File: src/rtl/uart_rx_pkg.sv
package uart_rx_pkg;
  localparam int unsigned DATA_W = 8;

  typedef enum logic [1:0] {
    ST_IDLE,
    ST_START,
    ST_DATA,
    ST_STOP
  } rx_state_e;

  typedef struct packed {
    logic [DATA_W-1:0] data;
    logic              noise;
    logic              ferr;
  } rx_char_t;
endpackage

File: src/rtl/uart_rx_sync.sv
module uart_rx_sync #(
  parameter int unsigned STAGES = 2
) (
  input  logic clk,
  input  logic rst_n,
  input  logic d_i,
  output logic q_o
);
  logic [STAGES-1:0] sr_q;
  logic [STAGES-1:0] sr_d;

  always_comb begin
    sr_d = {sr_q[STAGES-2:0], d_i};
  end

  always_ff @(posedge clk or negedge rst_n) begin
    if (!rst_n) sr_q <= '1;
    else        sr_q <= sr_d;
  end

  assign q_o = sr_q[STAGES-1];
endmodule

File: src/rtl/uart_rx_frame.sv
module uart_rx_frame
  import uart_rx_pkg::*;
#(
  parameter int unsigned OVS = 16
) (
  input  logic     clk,
  input  logic     rst_n,
  input  logic     tick_i,
  input  logic     rx_i,
  output logic     done_o,
  output rx_char_t chr_o
);
  localparam int unsigned CW  = $clog2(OVS);
  localparam int unsigned IW  = $clog2(DATA_W + 1);
  localparam int unsigned MID = OVS / 2;

  rx_state_e         state_q, state_d;
  logic [CW-1:0]     cnt_q, cnt_d;
  logic [IW-1:0]     idx_q, idx_d;
  logic [DATA_W-1:0] sh_q, sh_d;
  logic              s0_q, s0_d, s1_q, s1_d, bitv_q, bitv_d, nacc_q, nacc_d;
  logic              done_q, done_d;
  rx_char_t          chr_q, chr_d;
  logic              vote, disagree;

  always_comb begin
    vote     = (s0_q & s1_q) | (s0_q & rx_i) | (s1_q & rx_i);
    disagree = !((s0_q == s1_q) && (s1_q == rx_i));
    state_d = state_q;
    cnt_d   = cnt_q;
    idx_d   = idx_q;
    sh_d    = sh_q;
    s0_d    = s0_q;
    s1_d    = s1_q;
    bitv_d  = bitv_q;
    nacc_d  = nacc_q;
    done_d  = 1'b0;
    chr_d   = chr_q;
    if (tick_i) begin
      if (state_q == ST_IDLE) begin
        if (!rx_i) begin
          state_d = ST_START;
          cnt_d   = CW'(1);
          nacc_d  = 1'b0;
        end
      end else begin
        cnt_d = (cnt_q == CW'(OVS - 1)) ? '0 : cnt_q + CW'(1);
        if (cnt_q == CW'(MID - 1)) s0_d = rx_i;
        if (cnt_q == CW'(MID))     s1_d = rx_i;
        if (cnt_q == CW'(MID + 1)) begin
          bitv_d = vote;
          if (disagree) nacc_d = 1'b1;
          if (state_q == ST_STOP) begin
            done_d     = 1'b1;
            chr_d.data = sh_q;
            chr_d.noise = nacc_q | disagree;
            chr_d.ferr = !vote;
            state_d    = ST_IDLE;
          end
        end
        if (cnt_q == CW'(OVS - 1)) begin
          if (state_q == ST_START) begin
            if (bitv_q) state_d = ST_IDLE;
            else begin
              state_d = ST_DATA;
              idx_d   = '0;
            end
          end else if (state_q == ST_DATA) begin
            sh_d  = {bitv_q, sh_q[DATA_W-1:1]};
            idx_d = idx_q + IW'(1);
            if (idx_q == IW'(DATA_W - 1)) state_d = ST_STOP;
          end
        end
      end
    end
  end

  always_ff @(posedge clk or negedge rst_n) begin
    if (!rst_n) begin
      state_q <= ST_IDLE;
      cnt_q   <= '0;
      idx_q   <= '0;
      sh_q    <= '0;
      s0_q    <= 1'b1;
      s1_q    <= 1'b1;
      bitv_q  <= 1'b1;
      nacc_q  <= 1'b0;
      done_q  <= 1'b0;
      chr_q   <= '0;
    end else begin
      state_q <= state_d;
      cnt_q   <= cnt_d;
      idx_q   <= idx_d;
      sh_q    <= sh_d;
      s0_q    <= s0_d;
      s1_q    <= s1_d;
      bitv_q  <= bitv_d;
      nacc_q  <= nacc_d;
      done_q  <= done_d;
      chr_q   <= chr_d;
    end
  end

  assign done_o = done_q;
  assign chr_o  = chr_q;

  AST_IDX_IN_RANGE: assert property (@(posedge clk) disable iff (!rst_n)
    idx_q <= IW'(DATA_W));
  AST_DONE_ONE_CYCLE: assert property (@(posedge clk) disable iff (!rst_n)
    done_q |=> !done_q);
  AST_FALSE_START_IDLE: assert property (@(posedge clk) disable iff (!rst_n)
    (state_q == ST_START && tick_i && cnt_q == CW'(OVS - 1) && bitv_q) |=> state_q == ST_IDLE);
endmodule

File: src/rtl/uart_rx_idle.sv
module uart_rx_idle #(
  parameter int unsigned TICKS = 160
) (
  input  logic clk,
  input  logic rst_n,
  input  logic tick_i,
  input  logic rx_i,
  output logic idle_o
);
  localparam int unsigned CW = $clog2(TICKS + 1);

  logic [CW-1:0] cnt_q, cnt_d;
  logic          pulse_q, pulse_d;

  always_comb begin
    cnt_d   = cnt_q;
    pulse_d = 1'b0;
    if (tick_i) begin
      if (!rx_i) cnt_d = '0;
      else if (cnt_q != CW'(TICKS)) begin
        cnt_d   = cnt_q + CW'(1);
        pulse_d = (cnt_q == CW'(TICKS - 1));
      end
    end
  end

  always_ff @(posedge clk or negedge rst_n) begin
    if (!rst_n) begin
      cnt_q   <= '0;
      pulse_q <= 1'b0;
    end else begin
      cnt_q   <= cnt_d;
      pulse_q <= pulse_d;
    end
  end

  assign idle_o = pulse_q;

  AST_IDLE_AT_FULL_COUNT: assert property (@(posedge clk) disable iff (!rst_n)
    pulse_q |-> cnt_q == CW'(TICKS));
endmodule

File: src/rtl/uart_mp_rx.sv
module uart_mp_rx
  import uart_rx_pkg::*;
#(
  parameter int unsigned OVS       = 16,
  parameter int unsigned IDLE_BITS = 10,
  parameter int unsigned SYNC_FF   = 2
) (
  input  logic              clk,
  input  logic              rst_n,
  input  logic              rxd_i,
  input  logic              os_tick_i,
  input  logic              cfg_we_i,
  input  logic              cfg_sleep_i,
  input  logic              cfg_addr_mode_i,
  input  logic              rd_i,
  output logic [DATA_W-1:0] rx_data_o,
  output logic              rdf_o,
  output logic              ovr_o,
  output logic              idle_o,
  output logic              noise_o,
  output logic              ferr_o,
  output logic              sleep_o,
  output logic              addr_mode_o
);
  localparam int unsigned IDLE_TICKS = OVS * IDLE_BITS;

  logic     rx_s, done, idle_p;
  rx_char_t chr;

  uart_rx_sync #(.STAGES(SYNC_FF)) u_sync (
    .clk(clk), .rst_n(rst_n), .d_i(rxd_i), .q_o(rx_s));

  uart_rx_frame #(.OVS(OVS)) u_frame (
    .clk(clk), .rst_n(rst_n), .tick_i(os_tick_i), .rx_i(rx_s),
    .done_o(done), .chr_o(chr));

  uart_rx_idle #(.TICKS(IDLE_TICKS)) u_idle (
    .clk(clk), .rst_n(rst_n), .tick_i(os_tick_i), .rx_i(rx_s), .idle_o(idle_p));

  logic [DATA_W-1:0] data_q, data_d;
  logic sleep_q, sleep_d, mode_q, mode_d, rdf_q, rdf_d, ovr_q, ovr_d;
  logic idle_q, idle_d, noise_q, noise_d, ferr_q, ferr_d, seen_q, seen_d;
  logic wake_addr, wake_idle, accept, rdf_eff, load;

  always_comb begin
    wake_addr = sleep_q & mode_q & done & chr.data[DATA_W-1];
    wake_idle = sleep_q & !mode_q & idle_p;
    accept    = done & (!sleep_q | wake_addr);
    rdf_eff   = rdf_q & !rd_i;
    load      = accept & !rdf_eff;

    sleep_d = sleep_q;
    mode_d  = mode_q;
    if (cfg_we_i) begin
      sleep_d = cfg_sleep_i;
      mode_d  = cfg_addr_mode_i;
    end else if (wake_addr | wake_idle) begin
      sleep_d = 1'b0;
    end

    rdf_d  = rdf_eff | load;
    ovr_d  = (ovr_q & !rd_i) | (accept & rdf_eff);
    idle_d = (idle_q & !rd_i) | (idle_p & !sleep_q & seen_q);
    seen_d = idle_p ? 1'b0 : (done ? 1'b1 : seen_q);

    data_d  = data_q;
    noise_d = noise_q;
    ferr_d  = ferr_q;
    if (load) begin
      data_d  = chr.data;
      noise_d = chr.noise;
      ferr_d  = chr.ferr;
    end
  end

  always_ff @(posedge clk or negedge rst_n) begin
    if (!rst_n) begin
      data_q  <= '0;
      sleep_q <= 1'b0;
      mode_q  <= 1'b0;
      rdf_q   <= 1'b0;
      ovr_q   <= 1'b0;
      idle_q  <= 1'b0;
      noise_q <= 1'b0;
      ferr_q  <= 1'b0;
      seen_q  <= 1'b0;
    end else begin
      data_q  <= data_d;
      sleep_q <= sleep_d;
      mode_q  <= mode_d;
      rdf_q   <= rdf_d;
      ovr_q   <= ovr_d;
      idle_q  <= idle_d;
      noise_q <= noise_d;
      ferr_q  <= ferr_d;
      seen_q  <= seen_d;
    end
  end

  assign rx_data_o   = data_q;
  assign rdf_o       = rdf_q;
  assign ovr_o       = ovr_q;
  assign idle_o      = idle_q;
  assign noise_o     = noise_q;
  assign ferr_o      = ferr_q;
  assign sleep_o     = sleep_q;
  assign addr_mode_o = mode_q;

  AST_OVERRUN_KEEPS_DATA: assert property (@(posedge clk) disable iff (!rst_n)
    $rose(ovr_q) |-> $stable(data_q) && $stable(noise_q) && $stable(ferr_q));
  AST_READ_CLEARS: assert property (@(posedge clk) disable iff (!rst_n)
    (rd_i && !done && !cfg_we_i) |=> !rdf_q && !ovr_q);
  AST_SLEEP_NO_IDLE_FLAG: assert property (@(posedge clk) disable iff (!rst_n)
    sleep_q |=> !$rose(idle_q));
  AST_SLEEP_QUIET: assert property (@(posedge clk) disable iff (!rst_n)
    (sleep_q && !(done && mode_q && chr.data[DATA_W-1])) |=> !$rose(rdf_q) && !$rose(ovr_q));
  AST_ADDR_WAKE: assert property (@(posedge clk) disable iff (!rst_n)
    (sleep_q && mode_q && done && chr.data[DATA_W-1] && !cfg_we_i) |=> !sleep_q);
endmodule

File: config.mk
export PLATFORM = sky130hd
export DESIGN_NAME = uart_mp_rx
export DESIGN_NICKNAME = d
export VERILOG_FILES = /design/src/rtl/uart_rx_pkg.sv /design/src/rtl/uart_rx_sync.sv /design/src/rtl/uart_rx_frame.sv /design/src/rtl/uart_rx_idle.sv /design/src/rtl/uart_mp_rx.sv
export SDC_FILE = /design/constraint.sdc
export NUM_CORES = 1
export LEC_CHECK = 0
export BUFFER_PORTS_ARGS = -buffer_cell sky130_fd_sc_hd__buf_2
export CAP_MARGIN = 20
export CORE_MARGIN = 3
export CORE_UTILIZATION = 52
export DETAILED_ROUTE_END_ITERATION = 6
export PLACE_DENSITY = 0.71
export REMOVE_ABC_BUFFERS = 1
export SLEW_MARGIN = 20
export SYNTH_ARGS = -nofsm -noshare
export SYNTH_HDL_FRONTEND = slang
export SYNTH_SLANG_ARGS = --single-unit
File: constraint.sdc
create_clock -name clk -period 2.2 [get_ports clk]
set_input_delay 0.22 -clock clk [delete_from_list [all_inputs] [get_ports clk]]
set_output_delay 0.22 -clock clk [all_outputs]
set_load 0.05 [all_outputs]
==> results list <==
- The first global-routing pass estimated 8128 um of wire.
* Mean area per synthesized cell: 12.26 um^2
- Combinational family with the most area after synthesis: multiplexers
- Pin count of the biggest net entering global routing: 61
* Critical path fanouts, max: 11
- The pre-antenna-repair detailed-routing pass consisted of 4 iterations.
- Clock transition time at the flip-flop clock pins of the worst setup and hold paths: 0.07 ns
* Required time of the worst setup path: 2.41 ns
- Fraction of synthesized cell area in xor and xnor cells: 0.3146%
* Switching power total: 0.8141 mW
- Final layout net count: 272
* Placer's final routability congestion estimate: 0.8387
* Class of the tightest hold or removal check: input pin to async pin
- After detailed routing, the number of remaining DRC violations is 0.
- Final slew viol count: 0
* Cell area reported after detailed placement: 0.002934 mm^2
- The H-tree generated during clock tree synthesis spans 3 levels.
* Area of the die: 0.006268 mm^2
- Traced cell by cell, the critical path runs through ha_1, nand4_2, nor2_2, buf_4, mux2_2.
* Basic-gate share of the synthesized area counting and, or, nand and nor cells: 13.21%
- In the synthesized netlist the dominant register cell turns out to be dfrtp_1.
* Synthesis-to-finish area growth: 12.85%
- In the layout the commonest cells are dfrtp_1 (55), mux2_2 (23), buf_2 (22).
- Pin placement for this block handled 23 I/O pins.
* Slowest cell on the critical path: dfrtp_1
* Unrepaired setup endpoints after global routing: false
* Share of synthesized cell area in full adder, half adder and majority cells: 3.596%
- The count of nets left with antenna violations once routing finished came out at 0.
- Fin cells: 331
- Most common library cell in the layout ignoring fill and taps: dfrtp_1
- Total clock sinks: 60
- After clock tree synthesis, the repair step resized 0 gates.
- Average wire per standard cell: 13.95 um
- Switch share: 28.64%
- Count of placed standard cells including taps: 314
* TritonCTS Buffers: 9
- Type of the setup path with the least slack: flip-flop to flip-flop
* Detailed Place HPWL: 3138 um
- Maximum ir drop on the vdd rail: 0.0005681 V
* Routed WL: 4616 um
* Core outline area: 0.005140 mm^2
- Fin Clk Skew: 0.009688 ns
- Number of vias per cell: 5.508
- The flow ran to the end, and the final reports show no timing, DRC or antenna violations.
- After layout, the worst path uses 80.27% of the clock period.
- TritonCTS built the clock tree.
- Worst Setup End Kind: flip-flop
- The synthesized design contains 60 register bits.
- Leakage power total: 1.521 nW
* Transition time at the pin with the least slew margin: 0.7175 ns
* Placement row count: 26
- Share of the synthesized area in compound gates (AO/OA/AOI/OAI): 10.34%
- After filler insertion, the fill cell instance count of the layout stands at 431.
- Power spread over the standard cell area amounts to 904.8 mW/mm^2.
* Top Family by Delay on Critical Path: flip-flops
- The number of antenna diodes in the final layout is 0.
- For this block, the initial DRC count from the detailed router was 58.
- The number of antenna violations at the first check in global routing was 0.
- Share of cells above drive strength 1: 30.27%
* Clock period minus final worst setup slack: 1.766 ns
- Internal power component: 2.029 mW
* Post-route cell area: 0.003142 mm^2
- Worst setup slack after layout: 0.4341 ns
- Input and output buffers added on the ports amount to 22.
- The number of buffers and inverters on the critical path is 1.
- In the synthesized netlist, the number of instances is 227.
- Number of violations of the max-capacitance limit: 0
- Timing analysis after detailed placement gives a worst setup slack of 0.4370 ns.
* Global-route usage over all layers: 16.63%
* Overall overflow remaining after global route: 0
* Remaining max-slew budget at the tightest pin: 52.17%
- In this design, the stage delay of the slowest critical-path cell is 0.44 ns.
- Fraction of registers with async set or reset after synthesis: 100.0%
* Unique masters post-synth: 52
- Arrival time of data at the critical path endpoint: 1.97 ns
- Part of the total power dissipated in combinational logic: 15.7%
- Clock latency reported for the late side of the worst-skew pair: 0.33 ns
- Portion of total power attributed to the clock network: 34.4%
* Initial cell density of the core: 54.16%
- Post-Route Setup TNS: 0 ns
- In this run, synthesis inferred 0 flip-flops with an integrated enable.
- Static timing analysis puts the maximum clock frequency at 566.3 MHz.
- Per report_power, the sequential group accounts for 49.9% of the total.
- Final number of hold-violating endpoints: 0
- Hold is met by 0.03123 ns.
- STA classifies the critical path startpoint as a flip-flop.
* Ys Warns: 0
- Root Buffer Master: clkbuf_8
* Maximum buffer depth of the clock tree: 2
- The final route contains 1823 vias.
* Sequential fraction of the synthesis area: 54.16%
* Multiplexer share of the synthesized area: 14.79%
- Area of the mapped netlist: 0.002784 mm^2
- Final count of negative-setup-slack endpoints: 0
- Number of global-route vias before repair: 1822
- Horizontal die dimension: 79.17 um
- The die is 79.17 um tall.
==> power groups by stage <==
stage | Sequential (mW) | Clock, mW | Combinational, mW
2_1_floorplan | 1.40 | 0 | 0.332
4_1_cts | 1.42 | 0.999 | 0.451
6_report | 1.42 | 0.977 | 0.447
3_5_place_dp | 1.44 | 0 | 0.443
5_1_grt | 1.45 | 1.05 | 0.517
3_3_place_gp | 1.44 | 0 | 0.437
==> layer usage <==
metal  wire length, um  global-route usage, %  vias up
met2              2133                  26.09       38
met5                 0                      0        -
met1              2226                  20.91      888
met4                45                  7.216        0
li1                  -                      -      892
met3               210                  5.669        5
==> state kept, by name, summed over array words and instances, names as in the netlist, 2 cells and up <==
name and count:
u_frame.cnt_q 4, u_frame.idx_q 4, u_frame.state_q 2, u_sync.sr_q 2, rx_data_o 8, u_frame.chr_o 10
u_idle.cnt_q 8, u_frame.sh_q 8
==> Yosys cell counts, types with 3 or more instances <==
master    number  area share (%)
dfrtp_1       55              49
mux2_2        23             9.3
o21ai_0       12             2.2
nand2_1       11             1.5
a21oi_1       10             1.8
inv_1         10             1.3
ha_1           8             3.6
mux2_4         8             4.3
nor2_1         7            0.94
nand3_1        6             1.1
dfstp_2        5             4.7
nor2b_1        5             1.1
a31oi_1        4            0.90
nand2b_1       4            0.90
nand4_1        4            0.90
or3_1          4            0.90
and3_1         3            0.67
nand3b_1       3            0.81
nor3_1         3            0.54
==> final timing paths <==
path / startpoint / end / slack, ns / depth (start not counted)
max in group asynchronous: rst_n / u_frame.cnt_q[2] / 1.69 / 2
max reg2reg: u_frame.cnt_q[0] / u_frame.sh_q[2] / 0.43 / 5
min: rst_n / idle_o / 0.03 / 2
max: u_frame.cnt_q[0] / u_frame.sh_q[2] / 0.43 / 5
min reg2reg: u_sync.sr_q[0] / u_sync.sr_q[1] / 0.36 / 0
min in group clk: rd_i / ovr_o / 0.07 / 2
==> cell families (layout without fill, tap and decap cells) <==
logic type	after synthesis	after routing
AO/OA/AOI/OAI	45	45
buffers and inverters	17	51
AND/OR/NAND/NOR	62	62
adder cells (fa/ha/maj)	8	8
XOR/XNOR	1	1
multiplexers	34	34
flip-flops	60	60
==> cell type report <==
cell class                 instances  area (um^2)  share of cell area, %
tap                               70        87.58                  2.788
sequential                        60         1508                  47.99
multi-input combinational        150         1176                  37.44
timing repair buffer              25        135.1                  4.301
inverter                          10        37.54                  1.195
clock inverter                     2        35.03                  1.115
clock buffer                      14        162.7                  5.177
==> stage by stage <==
stage	utilization [%]	power, mW
3_5_place_dp	57.08	1.882
6_report	61.12	2.843
2_1_floorplan	-	1.731
5_1_grt	61.12	3.022
3_3_place_gp	57.08	1.873
4_1_cts	61.12	2.868
==> what timing repair did <==
action / in CTS / in global routing
hold endpoints to repair: 1 / 0
buffers inserted: 0 / 0
hold buffers: 1 / 0
(Power assumes the default switching activity.)
